--- src/rtl/pio_pkg.sv ---
package pio_pkg;

  localparam int unsigned PIO_DATA_W = 32;
  localparam int unsigned PIO_HALF_W = PIO_DATA_W / 2;
  localparam int unsigned PIO_HALVES = 2;

  // register offsets (byte addresses)
  localparam int unsigned OFF_DIR_SET = 'h00;
  localparam int unsigned OFF_DIR_CLR = 'h04;
  localparam int unsigned OFF_OUT_LO  = 'h08;
  localparam int unsigned OFF_OUT_HI  = 'h0C;
  localparam int unsigned OFF_PIN_IN  = 'h10;

  typedef enum logic [2:0] {
    SEL_NONE    = 3'd0,
    SEL_DIR_SET = 3'd1,
    SEL_DIR_CLR = 3'd2,
    SEL_OUT_LO  = 3'd3,
    SEL_OUT_HI  = 3'd4,
    SEL_PIN_IN  = 3'd5
  } pio_sel_e;

  // new half-word value: masked bits take the data, the rest keep the old value
  function automatic logic [PIO_HALF_W-1:0] half_merge(
    input logic [PIO_HALF_W-1:0] cur,
    input logic [PIO_DATA_W-1:0] word
  );
    logic [PIO_HALF_W-1:0] msk;
    msk = word[PIO_DATA_W-1:PIO_HALF_W];
    return (cur & ~msk) | (word[PIO_HALF_W-1:0] & msk);
  endfunction

  // direction update for a set write and a clear write
  function automatic logic [PIO_DATA_W-1:0] dir_next(
    input logic [PIO_DATA_W-1:0] cur,
    input logic [PIO_DATA_W-1:0] word,
    input logic                  set_en,
    input logic                  clr_en
  );
    logic [PIO_DATA_W-1:0] v;
    v = cur;
    if (set_en) v = v | word;
    if (clr_en) v = v & ~word;
    return v;
  endfunction

endpackage

--- src/rtl/pio_bus_decode.sv ---
module pio_bus_decode
  import pio_pkg::*;
#(
  parameter int unsigned ADDR_W = 8
) (
  input  logic [ADDR_W-1:0] addr,
  input  logic              wr,
  input  logic              rd,
  output pio_sel_e          sel,
  output logic              wr_dir_set,
  output logic              wr_dir_clr,
  output logic [PIO_HALVES-1:0] wr_out,
  output logic              wr_hit,
  output logic              rd_hit
);

  always_comb begin
    sel = SEL_NONE;
    if      (addr == ADDR_W'(OFF_DIR_SET)) sel = SEL_DIR_SET;
    else if (addr == ADDR_W'(OFF_DIR_CLR)) sel = SEL_DIR_CLR;
    else if (addr == ADDR_W'(OFF_OUT_LO))  sel = SEL_OUT_LO;
    else if (addr == ADDR_W'(OFF_OUT_HI))  sel = SEL_OUT_HI;
    else if (addr == ADDR_W'(OFF_PIN_IN))  sel = SEL_PIN_IN;
  end

  assign wr_dir_set = wr && (sel == SEL_DIR_SET);
  assign wr_dir_clr = wr && (sel == SEL_DIR_CLR);
  assign wr_out[0]  = wr && (sel == SEL_OUT_LO);
  assign wr_out[1]  = wr && (sel == SEL_OUT_HI);
  assign wr_hit     = (sel == SEL_DIR_SET) || (sel == SEL_DIR_CLR) ||
                      (sel == SEL_OUT_LO)  || (sel == SEL_OUT_HI);
  assign rd_hit     = rd && (sel != SEL_NONE) && (sel != SEL_DIR_SET);

endmodule

--- src/rtl/pio_dir_reg.sv ---
module pio_dir_reg
  import pio_pkg::*;
(
  input  logic                  clk,
  input  logic                  rst_n,
  input  logic                  set_en,
  input  logic                  clr_en,
  input  logic [PIO_DATA_W-1:0] wdata,
  output logic [PIO_DATA_W-1:0] dir_q
);

  always_ff @(posedge clk or negedge rst_n) begin
    if (!rst_n) dir_q <= '0;
    else if (set_en || clr_en) dir_q <= dir_next(dir_q, wdata, set_en, clr_en);
  end

endmodule

--- src/rtl/pio_out_half.sv ---
module pio_out_half
  import pio_pkg::*;
(
  input  logic                  clk,
  input  logic                  rst_n,
  input  logic                  wr_en,
  input  logic [PIO_DATA_W-1:0] wdata,
  output logic [PIO_HALF_W-1:0] val_q
);

  always_ff @(posedge clk or negedge rst_n) begin
    if (!rst_n) val_q <= '0;
    else if (wr_en) val_q <= half_merge(val_q, wdata);
  end

endmodule

--- src/rtl/pio_in_sync.sv ---
module pio_in_sync
  import pio_pkg::*;
#(
  parameter int unsigned STAGES = 2
) (
  input  logic                  clk,
  input  logic                  rst_n,
  input  logic [PIO_DATA_W-1:0] raw,
  output logic [PIO_DATA_W-1:0] synced
);

  logic [PIO_DATA_W-1:0] stage_q [STAGES];

  generate
    for (genvar s = 0; s < STAGES; s++) begin : g_stage
      always_ff @(posedge clk or negedge rst_n) begin
        if (!rst_n) stage_q[s] <= '0;
        else if (s == 0) stage_q[s] <= raw;
        else stage_q[s] <= stage_q[(s == 0) ? 0 : s-1];
      end
    end
  endgenerate

  assign synced = stage_q[STAGES-1];

endmodule

--- src/rtl/pio_mask_port.sv ---
module pio_mask_port
  import pio_pkg::*;
#(
  parameter int unsigned ADDR_W      = 8,
  parameter int unsigned SYNC_STAGES = 2
) (
  input  logic              clk,
  input  logic              rst_n,
  input  logic [ADDR_W-1:0] bus_addr,
  input  logic [31:0]       bus_wdata,
  input  logic              bus_wr,
  input  logic              bus_rd,
  output logic [31:0]       bus_rdata,
  input  logic [31:0]       pin_in,
  output logic [31:0]       pin_oe,
  output logic [31:0]       pin_do
);

  pio_sel_e              sel;
  logic                  wr_dir_set;
  logic                  wr_dir_clr;
  logic [PIO_HALVES-1:0] wr_out;
  logic                  wr_hit;
  logic                  rd_hit;
  logic [PIO_DATA_W-1:0] dir_q;
  logic [PIO_DATA_W-1:0] pin_sync;
  logic [PIO_HALF_W-1:0] out_half [PIO_HALVES];
  logic [PIO_DATA_W-1:0] rd_mux;

  pio_bus_decode #(.ADDR_W(ADDR_W)) u_dec (
    .addr(bus_addr), .wr(bus_wr), .rd(bus_rd), .sel(sel),
    .wr_dir_set(wr_dir_set), .wr_dir_clr(wr_dir_clr), .wr_out(wr_out),
    .wr_hit(wr_hit), .rd_hit(rd_hit)
  );

  pio_dir_reg u_dir (
    .clk(clk), .rst_n(rst_n), .set_en(wr_dir_set), .clr_en(wr_dir_clr),
    .wdata(bus_wdata), .dir_q(dir_q)
  );

  generate
    for (genvar h = 0; h < PIO_HALVES; h++) begin : g_half
      pio_out_half u_out (
        .clk(clk), .rst_n(rst_n), .wr_en(wr_out[h]), .wdata(bus_wdata),
        .val_q(out_half[h])
      );
      assign pin_do[h*PIO_HALF_W +: PIO_HALF_W] = out_half[h];
    end
  endgenerate

  pio_in_sync #(.STAGES(SYNC_STAGES)) u_sync (
    .clk(clk), .rst_n(rst_n), .raw(pin_in), .synced(pin_sync)
  );

  assign pin_oe = dir_q;

  always_comb begin
    rd_mux = '0;
    if (rd_hit) begin
      case (sel)
        SEL_DIR_CLR: rd_mux = dir_q;
        SEL_OUT_LO:  rd_mux = {{PIO_HALF_W{1'b0}}, out_half[0]};
        SEL_OUT_HI:  rd_mux = {{PIO_HALF_W{1'b0}}, out_half[1]};
        SEL_PIN_IN:  rd_mux = pin_sync;
        default:     rd_mux = '0;
      endcase
    end
  end

  always_ff @(posedge clk or negedge rst_n) begin
    if (!rst_n) bus_rdata <= '0;
    else if (bus_rd) bus_rdata <= rd_mux;
  end

endmodule

--- config.mk ---
export PLATFORM = sky130hd
export DESIGN_NAME = pio_mask_port
export DESIGN_NICKNAME = d
export VERILOG_FILES = /design/src/rtl/pio_pkg.sv /design/src/rtl/pio_bus_decode.sv /design/src/rtl/pio_dir_reg.sv /design/src/rtl/pio_out_half.sv /design/src/rtl/pio_in_sync.sv /design/src/rtl/pio_mask_port.sv
export SDC_FILE = /design/constraint.sdc
export NUM_CORES = 1
export LEC_CHECK = 0
export BUFFER_PORTS_ARGS = -buffer_cell sky130_fd_sc_hd__buf_2
export CORE_MARGIN = 4
export CORE_UTILIZATION = 56
export DETAILED_ROUTE_END_ITERATION = 7
export GPL_ROUTABILITY_DRIVEN = 0
export PLACE_DENSITY = 0.85
export SYNTH_ARGS = -nofsm -noshare
export SYNTH_HDL_FRONTEND = slang
export SYNTH_SLANG_ARGS = --single-unit
--- constraint.sdc ---
create_clock -name clk -period 2.97 [get_ports clk]
set_clock_uncertainty 0.2 [all_clocks]
set_input_delay 0.4455 -clock clk [delete_from_list [all_inputs] [get_ports clk]]
set_output_delay 0.4455 -clock clk [all_outputs]
set_load 0.01 [all_outputs]
==> impl_metrics.toml <==
[outcome]
status = "finished, final reports clean"

[clock_tree]
path_clk_slew_ns = 0.06
cts.sinks = 160
cts_buffer_depth = 2
cts_resized = 0
cts_tree = "yes"
cts_root_buf = "clkbuf_16"
insertion_delay_ns = 0.43
htree_levels = 4
cts_buffers = 17

[timing]
slew_viol_final = 0
rsz0062_at_grt = "no"
slew_headroom = 0.521
worst_pin_slew_ns = 0.719
clock.fmax_mhz = 467
min_period_over_period = 0.721
final-hold-violation-count = 0
fin_crit_ns = 2.14
setup_viol = 0
layout_setup_ws_ns = 0.829
setup_tns_ns = 0

[routing]
vias_per_cell = 5.68
met3WireLength_microns = 1350
drtPass1Iterations = 5
drtIter0Drc = 507
via_count = 4934
drc_errors = 0
wl_per_cell_microns = 20.1
wl_met2_microns = 8710
drtAntennaViolNets = 0
wirelength_microns = 17400
dr.max_layer_used = "met5"
wl_met1_microns = 6730

[critical_path]
endpoint_kind = "register"
worstSetupPathType = "input pin to register"
crit_required_ns = 3.07
cp-start-kind = "input pin"
worstPathArrival_ns = 2.25
cp_max_fo = 20

[power_and_ir_drop]
clock_power_share = 0.474
intPower_mw = 4.00
peakVddDrop_mv = 0.493
fin_total_pwr_mw = 5.17
p_leak_nw = 4.27
sw_frac_of_total = 0.227
p_comb_frac = 0.077
seqPwrFrac = 0.450
p_per_area_nw_per_um2 = 622
p_switching_mw = 1.17

[floorplan]
die_x_microns = 114
core_sq_um = 10900
die_h_microns = 114
fp-row-count = 38
die_area_sq_um = 13000
start_util = 0.576
io_pins = 172

[grt]
grt_pass1_wl_microns = 27800
grt_pass1_vias = 5182
grt_max_degree = 78
overflow = 0
antenna_found_initial = 1
track_usage = 0.282

[synthesis]
syn_area_sq_um = 6300
yosysSeqAreaShare = 0.635
yosysWarnings = 0
yosysUniqueCellTypes = 27
synthCells = 513
avgSynthCellArea_sq_um = 12.3
ys_seq_elements = 160
mappedNetlistNets = 589

[place]
dp_hpwl_microns = 11500
port_buffers = 171
placed_cells = 804
place_ws_ns = 0.417

[min_path]
holdCritPathClass = "input pin to register"

[finish]
final-instance-count-excl-fill = 869
layout_common_cells = "170 x buf_2, 160 x dfrtp_1, 64 x nand2_1"
final_common_cell = "buf_2"
antennaDiodeCount = 0
area_growth_pct = 31.9
final_nets = 792
drive_gt1_frac = 0.322

[run]
maxCapViolations = 0
==> final timing paths <==
path                               startpoint  depth (start not counted)            endpoint  slack [ns]
max                               bus_addr[1]                          6            register        0.83
min                             bus_wdata[12]                          2            register        0.07
max reg2reg                          register                          4        bus_rdata[2]        1.57
min reg2reg                u_sync.stage_q[60]                          0   u_sync.synced[28]        0.15
max in group asynchronous               rst_n                          3        bus_rdata[9]        1.37
min in group asynchronous               rst_n                          2  u_sync.stage_q[43]        0.39
==> what timing repair did <==
action	CTS	global route
hold endpoints to repair	107	0
hold buffers	33	0
buffers inserted	0	0
==> per-layer routing <==
metal,up-vias,track usage
li1,2175,-
met1,2450,0.359
met2,250,0.456
met3,57,0.0777
met4,2,0.122
met5,-,0
==> cell usage after synthesis <==
library cell,number,share of area
nor4b_4,1,0.0038
nand2_1,64,0.038
nand2b_1,1,0.00099
mux2_2,13,0.023
nor3_1,1,0.00079
buf_2,9,0.0071
buf_6,3,0.0054
clkbuf_1,18,0.011
nand4b_1,16,0.022
o2bb2ai_1,16,0.022
o22ai_1,16,0.016
mux2_1,19,0.034
a22oi_1,16,0.019
o2111ai_1,1,0.0014
mux2i_1,48,0.076
buf_1,5,0.0030
clkinv_1,1,0.00060
dfrtp_1,160,0.64
or4_4,1,0.0018
nor4_2,1,0.0020
nor4_1,1,0.00099
inv_1,48,0.029
and3_1,1,0.00099
nor2_1,18,0.011
a31oi_1,16,0.016
nor2b_1,3,0.0030
nand4_1,16,0.016
==> cell families after synthesis <==
logic type | count (synthesis) | share of synthesized area
AO/OA/AOI/OAI | 65 | 0.0745
buffers and inverters | 84 | 0.0554
flip-flops | 160 | 0.635
multiplexers | 80 | 0.133
AND/OR/NAND/NOR | 124 | 0.101
==> power by group through the flow <==
stage	clock network, mW	logic, mW	registers (mW)
after global placement	0	0.345	2.36
after CTS	2.46	0.395	2.33
final	2.45	0.396	2.33
after detailed placement	0	0.358	2.36
after global routing	2.56	0.434	2.34
after floorplan	0	0.128	2.37
==> cell type report <==
| class | count | area (sq um) |
|---|---|---|
| Sequential cell | 160 | 4000 |
| Fill cell | 689 | 2620 |
| Multi-Input combinational cell | 269 | 1960 |
| Timing Repair Buffer | 219 | 1320 |
| Clock buffer | 20 | 467 |
| Clock inverter | 12 | 204 |
| Inverter | 49 | 184 |
| Tap cell | 140 | 175 |
==> critical path, cell delays in order <==
cell	delay, ns
buf_2	0.11
or4_4	0.59
nor4b_4	0.30
buf_4	0.29
nand4_1	0.15
mux2_1	0.36
==> through the flow <==
step	utilization	hold WS, ns	area (sq um)
finish	0.760	0.0677	8310
global route	0.760	0.0608	8310
CTS	0.760	0.0590	8310
detailed placement	0.669	0.136	7310
global placement	0.669	0.133	7310
floorplan	-	-0.0501	6300
No activity file was read; power rests on OpenSTA's default activity.
